File: config.mk
export PLATFORM = sky130hd
export DESIGN_NAME = adc_window_guard
export DESIGN_NICKNAME = d
export VERILOG_FILES = /design/src/rtl/adc_wg_pkg.sv /design/src/rtl/adc_wg_regs.sv /design/src/rtl/adc_wg_cmp.sv /design/src/rtl/adc_wg_flags.sv /design/src/rtl/adc_window_guard.sv
export SDC_FILE = /design/constraint.sdc
export NUM_CORES = 1
export LEC_CHECK = 0
export BUFFER_PORTS_ARGS = -buffer_cell sky130_fd_sc_hd__buf_4
export CORE_MARGIN = 8
export CORE_UTILIZATION = 62
export DETAILED_ROUTE_END_ITERATION = 6
export PLACE_DENSITY = 0.91
export SLEW_MARGIN = 20
export SYNTH_ARGS = -nofsm -noshare
export SYNTH_HDL_FRONTEND = slang
export SYNTH_HIERARCHICAL = 1
export SYNTH_SLANG_ARGS = --single-unit
export TNS_END_PERCENT = 30
File: constraint.sdc
create_clock -name clk -period 2.87 [get_ports clk]
set_clock_uncertainty 0.15 [all_clocks]
set_input_delay 0.1435 -clock clk [delete_from_list [all_inputs] [get_ports clk]]
set_output_delay 0.1435 -clock clk [all_outputs]
set_load 0.02 [all_outputs]
File: src/rtl/adc_wg_pkg.sv
// Package: register offsets and bit positions shared by the watchdog modules.
// Assumes a register page addressed by a small offset; only the offsets
// listed here are decoded.
package adc_wg_pkg;
    localparam int unsigned NUM_LIM    = 4;    // two channels x two limits
    localparam int unsigned OFF_THR0   = 8;    // first limit register
    localparam int unsigned OFF_FLAGS  = 12;   // compare-result flags
    localparam int unsigned OFF_CTRL   = 13;   // request / enable
    localparam int unsigned CTRL_REQ   = 0;    // request bit position
    localparam int unsigned CTRL_EN    = 1;    // enable bit position
endpackage

File: src/rtl/adc_wg_regs.sv
// Module: limit registers and interrupt enable.
// Decodes bus writes to the four limit registers and the control register,
// and produces a one-cycle clear pulse when software writes 0 to the
// request bit. Assumes DW >= 2.
module adc_wg_regs
    import adc_wg_pkg::*;
#(
    parameter int unsigned DW = 8,
    parameter int unsigned AW = 4
) (
    input  logic                       clk,
    input  logic                       rst_n,
    input  logic                       bus_wr,
    input  logic [AW-1:0]              bus_addr,
    input  logic [DW-1:0]              bus_wdata,
    output logic [NUM_LIM-1:0][DW-1:0] thr,
    output logic                       en,
    output logic                       clr
);
    logic ctrl_wr;

    // Decode a write to the control register.
    always_comb ctrl_wr = bus_wr && (int'(bus_addr) == OFF_CTRL);

    // Clear pulse: software writes 0 to the request bit.
    always_comb clr = ctrl_wr && !bus_wdata[CTRL_REQ];

    // Enable bit storage.
    always_ff @(posedge clk) begin
        if (!rst_n)       en <= 1'b0;
        else if (ctrl_wr) en <= bus_wdata[CTRL_EN];
    end

    // One storage element per limit; even index = upper, odd index = lower.
    for (genvar k = 0; k < NUM_LIM; k++) begin : g_thr
        localparam logic [DW-1:0] RST_VAL = (k % 2 == 0) ? {DW{1'b1}} : '0;
        always_ff @(posedge clk) begin
            if (!rst_n)
                thr[k] <= RST_VAL;
            else if (bus_wr && (int'(bus_addr) == OFF_THR0 + k))
                thr[k] <= bus_wdata;
        end

        // a write to a limit register is held on the next cycle
        p_thr_write_r5: assert property (@(posedge clk) disable iff (!rst_n)
            (bus_wr && (int'(bus_addr) == OFF_THR0 + k)) |=> (thr[k] == $past(bus_wdata)));
    end

    // the enable follows the written control value
    p_en_write_r9: assert property (@(posedge clk) disable iff (!rst_n)
        ctrl_wr |=> (en == $past(bus_wdata[CTRL_EN])));
endmodule

File: src/rtl/adc_wg_cmp.sv
// Module: window comparator for one guarded channel.
// Fires only in the strobe cycle of a conversion on channel CH. Upper is
// inclusive (>= is out of range); lower is exclusive (< is out of range).
module adc_wg_cmp #(
    parameter int unsigned DW = 8,
    parameter int unsigned CW = 3,
    parameter int unsigned CH = 6
) (
    input  logic          cv_done,
    input  logic [CW-1:0] cv_chan,
    input  logic [DW-1:0] cv_data,
    input  logic [DW-1:0] upper,
    input  logic [DW-1:0] lower,
    output logic          hit_hi,
    output logic          hit_lo
);
    logic sel;

    // Conversion belongs to this channel.
    always_comb sel = cv_done && (int'(cv_chan) == CH);

    // Out-of-range tests against both limits.
    always_comb begin
        hit_hi = sel && (cv_data >= upper);
        hit_lo = sel && (cv_data <  lower);
    end
endmodule

File: src/rtl/adc_wg_flags.sv
// Module: sticky compare-result flags and the shared watchdog request.
// New hits are ORed in after the clear is applied, so an event arriving
// with a software clear survives it.
module adc_wg_flags
    import adc_wg_pkg::*;
(
    input  logic               clk,
    input  logic               rst_n,
    input  logic [NUM_LIM-1:0] hit,
    input  logic               clr,
    output logic [NUM_LIM-1:0] flags,
    output logic               req
);
    logic hit_any;

    // Any limit crossed this cycle.
    always_comb hit_any = |hit;

    // Flag and request update: clear first, then accumulate.
    always_ff @(posedge clk) begin
        if (!rst_n) begin
            flags <= '0;
            req   <= 1'b0;
        end else begin
            flags <= (clr ? '0 : flags) | hit;
            req   <= (clr ? 1'b0 : req) | hit_any;
        end
    end

    // any out-of-range hit raises the request
    p_hit_sets_req_r1: assert property (@(posedge clk) disable iff (!rst_n)
        hit_any |=> req);

    // a clear with no new event empties everything
    p_clear_empties_r8: assert property (@(posedge clk) disable iff (!rst_n)
        (clr && !hit_any) |=> (flags == '0 && !req));

    // without a clear no flag is lost
    p_sticky_r10: assert property (@(posedge clk) disable iff (!rst_n)
        !clr |=> ((flags & $past(flags)) == $past(flags)));

    // an event coinciding with a clear keeps the request
    p_race_keeps_r11: assert property (@(posedge clk) disable iff (!rst_n)
        (clr && hit_any) |=> (req && flags != '0));
endmodule

File: src/rtl/adc_window_guard.sv
// Module: top of the dual-channel window watchdog.
// Instantiates the register block, one comparator per guarded channel and
// the flag store, and builds the read-back mux. Flag bit order (MSB first):
// ch6 upper, ch6 lower, ch7 upper, ch7 lower. Assumes DW >= 8.
module adc_window_guard
    import adc_wg_pkg::*;
#(
    parameter int unsigned DW   = 8,
    parameter int unsigned AW   = 4,
    parameter int unsigned CW   = 3,
    parameter int unsigned CH_A = 6,
    parameter int unsigned CH_B = 7
) (
    input  logic          clk,
    input  logic          rst_n,
    input  logic          cv_done,
    input  logic [CW-1:0] cv_chan,
    input  logic [DW-1:0] cv_data,
    input  logic          bus_wr,
    input  logic [AW-1:0] bus_addr,
    input  logic [DW-1:0] bus_wdata,
    output logic [DW-1:0] bus_rdata,
    output logic          irq
);
    localparam int unsigned NCH = 2;
    localparam int unsigned PAD = DW - NUM_LIM;

    logic [NUM_LIM-1:0][DW-1:0] thr;
    logic [NUM_LIM-1:0]         hit;
    logic [NUM_LIM-1:0]         flags;
    logic                       en;
    logic                       clr;
    logic                       req;

    adc_wg_regs #(.DW(DW), .AW(AW)) u_regs (
        .clk       (clk),
        .rst_n     (rst_n),
        .bus_wr    (bus_wr),
        .bus_addr  (bus_addr),
        .bus_wdata (bus_wdata),
        .thr       (thr),
        .en        (en),
        .clr       (clr)
    );

    // One comparator per guarded channel; channel g uses limits 2g and 2g+1.
    for (genvar g = 0; g < NCH; g++) begin : g_ch
        localparam int unsigned CH_NUM = (g == 0) ? CH_A : CH_B;
        adc_wg_cmp #(.DW(DW), .CW(CW), .CH(CH_NUM)) u_cmp (
            .cv_done (cv_done),
            .cv_chan (cv_chan),
            .cv_data (cv_data),
            .upper   (thr[2*g]),
            .lower   (thr[2*g+1]),
            .hit_hi  (hit[NUM_LIM-1-2*g]),
            .hit_lo  (hit[NUM_LIM-2-2*g])
        );
    end

    adc_wg_flags u_flags (
        .clk   (clk),
        .rst_n (rst_n),
        .hit   (hit),
        .clr   (clr),
        .flags (flags),
        .req   (req)
    );

    // Maskable interrupt output.
    always_comb irq = req && en;

    // Register read-back mux.
    always_comb begin
        bus_rdata = '0;
        if (int'(bus_addr) >= OFF_THR0 && int'(bus_addr) < OFF_THR0 + NUM_LIM)
            bus_rdata = thr[int'(bus_addr) - OFF_THR0];
        else if (int'(bus_addr) == OFF_FLAGS)
            bus_rdata = {flags, {PAD{1'b1}}};
        else if (int'(bus_addr) == OFF_CTRL) begin
            bus_rdata[CTRL_REQ] = req;
            bus_rdata[CTRL_EN]  = en;
        end
    end

    // conversions on unguarded channels touch no flag
    p_ignore_other_r4: assert property (@(posedge clk) disable iff (!rst_n)
        (cv_done && int'(cv_chan) != CH_A && int'(cv_chan) != CH_B && !clr)
        |=> ($stable(flags) && $stable(req)));
endmodule

==> impl_metrics.csv <==
group,metric,value,unit
clock_network,post_cts_buffers,0,
critical_path,crit_path_start,"u_regs/thr[18]",
layout,fillers,278,
clock_network,clock_sinks,38,
grt,grt_max_degree,47,
timing,fmax,526,MHz
detailed_routing,routed_via_density,6.07,
die,die_h,81.0,um
pwr,swShare,29.0,%
timing,worst_pin_slew,0.616,ns
run,maxCapViolations,0,
clock_network,h-tree-depth,2,
detailed_routing,drt-pass1-iter-count,4,
detailed_routing,postRouteAntennaNets,0,
layout,layout.nets,390,
timing,slew_violations,0,
layout,layout-drive-gt1-share,16.8,%
critical_path,arrival,1.93,ns
pwr,p_per_area,374,nW/um^2
pwr,p_seq_share,48.2,%
yosys,yosys_warnings,6,
yosys,synthCells,299,
clock_network,cts_root_buf,"clkbuf_8",
timing,setup_viol,0,
critical_path,start_kind,"register",
placement,gp_congestion,0.910,
critical_path,rr_endpoint,"u_flags/req",
timing,period_minus_slack,1.90,ns
critical_path,r2r_cells,7,
detailed_routing,drt_iter0_drc,168,
worst_hold_path,whs_path_depth,3,
critical_path,critPathMaxStageDelay,0.35,ns
detailed_routing,routed_wirelength,6700,um
pwr,irDropWorstVdd,0.307,mV
pwr,netSwitchingPower,328,uW
worst_hold_path,worstHoldStart,"bus_wdata[0]",
critical_path,end_kind,"register",
critical_path,crit_buf_inv,1,
yosys,syn_nets,356,
critical_path,worst_ep_required_time,2.90,ns
layout,diodes,0,
critical_path,cp_max_fo,3,
timing,final-hold-violation-count,0,
worst_hold_path,min_path_type,"in -> reg",
clock_network,cts_made_buffers,5,
timing,rsz0062_at_grt,"no",
detailed_routing,via_count,2330,
yosys,ys_ff_latch,38,
yosys,synth_edf_count,0,
yosys,synth_cell_type_count,41,
clock_network,clock_path_buffers,2,
layout,area_growth,15.2,%
die,fp-row-count,23,
layout,fin_util,74.9,%
critical_path,path_class,"reg -> reg",
grt,grt_first_pass_wirelength,11100,um
die,io_pins,36,
placement,hpwl,5230,um
pwr,total_power,1.13,mW
detailed_routing,drc,0,
critical_path,path_delay_family,"compound AO/OA/AOI/OAI gates",
critical_path,crit_slowest_cell,"dfxtp_1",
grt,overflow,0,
timing,finalCritPeriodShare,66.2,%
timing,setup-tns-final,0,ns
grt,grtUsageTotal,21.6,%
yosys,synthArstFlopShare,0,%
pwr,intPower,802,uW
timing,slew_headroom,58.8,%
grt,grt_pass1_vias,2325,
yosys,synth_ff_type,"dfxtp_1",
critical_path,r2r_start,"u_regs/thr[18]",
die,core,4030,sq um
clock_network,path_clk_slew,0.08,ns
grt,antenna_found_initial,0,
pwr,clkPwrFrac,33.3,%
outcome,status,"finished clean",
pwr,power_leakage,1.36,nW
die,fp.dieArea,6560,sq um
die,initial_core_util,65.0,%
placement,portBuffers,35,
yosys,seq_area_frac_synth,29.0,%
critical_path,r2r_setup_slack,0.97,ns
detailed_routing,routedWlPerCell,17.4,um
yosys,synth.avg_cell_area,8.76,sq um
clock_network,clock_latency,0.30,ns
clock_network,tritoncts,"built",
pwr,p_comb_share,18.5,%
die,die_w,81.0,um
yosys,syn_area,2620,sq um
critical_path,cp_cell_sequence,"inv_1, ha_1, a211oi_1, a211o_1, a31oi_1, nor4_2, a21boi_1",
worst_hold_path,holdPathEnd,"u_regs/thr[8]",
## what timing repair did
action | 4_1_cts | 5_1_grt
hold endpoints to repair | 10 | 0
hold buffers | 6 | 0
setup endpoints to repair | 0 | 0
gates resized for setup | 0 | 0
## worst min-delay path, delay by kind of cell
kind                   cells  cell delay, ns
buffers and inverters      1            0.13
AND/OR/NAND/NOR            1            0.07
multiplexers               1            0.06
## metrics by stage
| step | hold slack [ns] | area, sq um | setup slack [ns] | instances |
|---|---|---|---|---|
| 2_1_floorplan | 0.111 | 2620 | 1.18 | 299 |
| 3_3_place_gp | 0.287 | 2870 | 1.02 | 370 |
| 3_5_place_dp | 0.296 | 2870 | 0.982 | 370 |
| 4_1_cts | 0.00115 | 3020 | 0.990 | 384 |
| 5_1_grt | 0.00768 | 3020 | 0.833 | 384 |
| 6_report | 0.00349 | 3020 | 0.969 | 384 |
## cell usage after synthesis (2+ instances only)
| cell type | instances | area, sq um |
|---|---|---|
| nor3_1 | 5 | 25.0 |
| buf_4 | 2 | 15.0 |
| nor2b_1 | 9 | 56.3 |
| mux4_2 | 4 | 90.1 |
| nand2_1 | 34 | 128 |
| a31oi_1 | 2 | 12.5 |
| a21oi_1 | 4 | 20.0 |
| buf_6 | 2 | 22.5 |
| nand2b_1 | 5 | 31.3 |
| nor2_1 | 7 | 26.3 |
| a211o_1 | 4 | 35.0 |
| a21o_1 | 12 | 90.1 |
| o22ai_1 | 2 | 12.5 |
| clkbuf_1 | 7 | 26.3 |
| nand2b_4 | 2 | 27.5 |
| mux2i_1 | 19 | 190 |
| o211ai_1 | 10 | 75.1 |
| o31ai_1 | 8 | 60.1 |
| o221ai_1 | 2 | 17.5 |
| nand4_1 | 8 | 50.1 |
| o21ai_0 | 10 | 50.1 |
| o21a_1 | 6 | 45.0 |
| inv_1 | 40 | 150 |
| a22o_1 | 4 | 35.0 |
| a2111oi_2 | 2 | 30.0 |
| nand3_1 | 2 | 10.0 |
| buf_2 | 3 | 15.0 |
| mux2_2 | 2 | 22.5 |
| ha_1 | 30 | 375 |
| dfxtp_1 | 38 | 761 |
| a211oi_1 | 4 | 30.0 |
## registers in the layout, summed over array words and instances (netlist names)
name	cells
u_flags/req	1
u_regs/thr	32
u_regs/en	1
u_flags/flags	4
## metal layers
metal	vias to the layer above	wire length (um)	share of wire [%]	track usage (%)
li1	1127	-	-	-
met2	93	3110	46	36.4
met1	1094	2830	42	25.5
met4	0	199	3.0	9.29
met3	16	552	8.2	5.30
met5	-	0	0	0
## worst max-delay path by stage
stage / endpoint / depth (start not counted)
floorplan: u_flags/req / 7
global placement: u_regs/thr[16] / 4
detailed placement: u_regs/thr[19] / 4
CTS: u_flags/req / 7
global route: u_flags/req / 8
finish: u_flags/req / 7
## final cells by class
class	count	area [sq um]	area share [%]
timing repair buffer	42	330	10.9
multi-input combinational	205	1620	53.7
sequential	38	761	25.2
tap	50	62.6	2.07
clock inverter	3	21.3	0.705
inverter	41	154	5.10
clock buffer	5	68.8	2.28
## power groups by stage
stage,logic (mW),registers [mW],clock network (mW)
after floorplan,0.127,0.553,0
after global placement,0.193,0.556,0
after detailed placement,0.200,0.557,0
after CTS,0.207,0.544,0.383
after global routing,0.230,0.546,0.403
final,0.209,0.545,0.376
## cell families (layout without fill, tap and decap cells)
kind of cell / after synthesis / in the layout / share of synthesized area [%]
and+or+nand+nor: 79 / 79 / 16.1
AOI/OAI and AO/OA: 71 / 71 / 19.9
buffers and inverters: 56 / 91 / 9.07
DFF: 38 / 38 / 29.0
adders and majority gates: 30 / 30 / 14.3
muxes: 25 / 25 / 11.6
## placed cells by master, fill, tap and decap left out, drive strengths merged, types with 3 or more instances in the layout
cell type,netlist,routed
nor2b,9,9
nor2,7,7
clkinv,1,3
o21ai,10,10
dfxtp,38,38
nand2,34,34
nand4,8,8
ha,30,30
nand2b,7,7
inv,40,40
a22o,4,4
a21oi,4,4
buf,7,36
o31ai,8,8
mux4,4,4
dlygate4sd3,0,6
o21a,6,6
a211oi,4,4
clkbuf,8,5
mux2i,19,19
a211o,4,4
nor3,6,6
a21o,12,12
o211ai,10,10
Note: power is estimated with default switching activity, not from simulation.
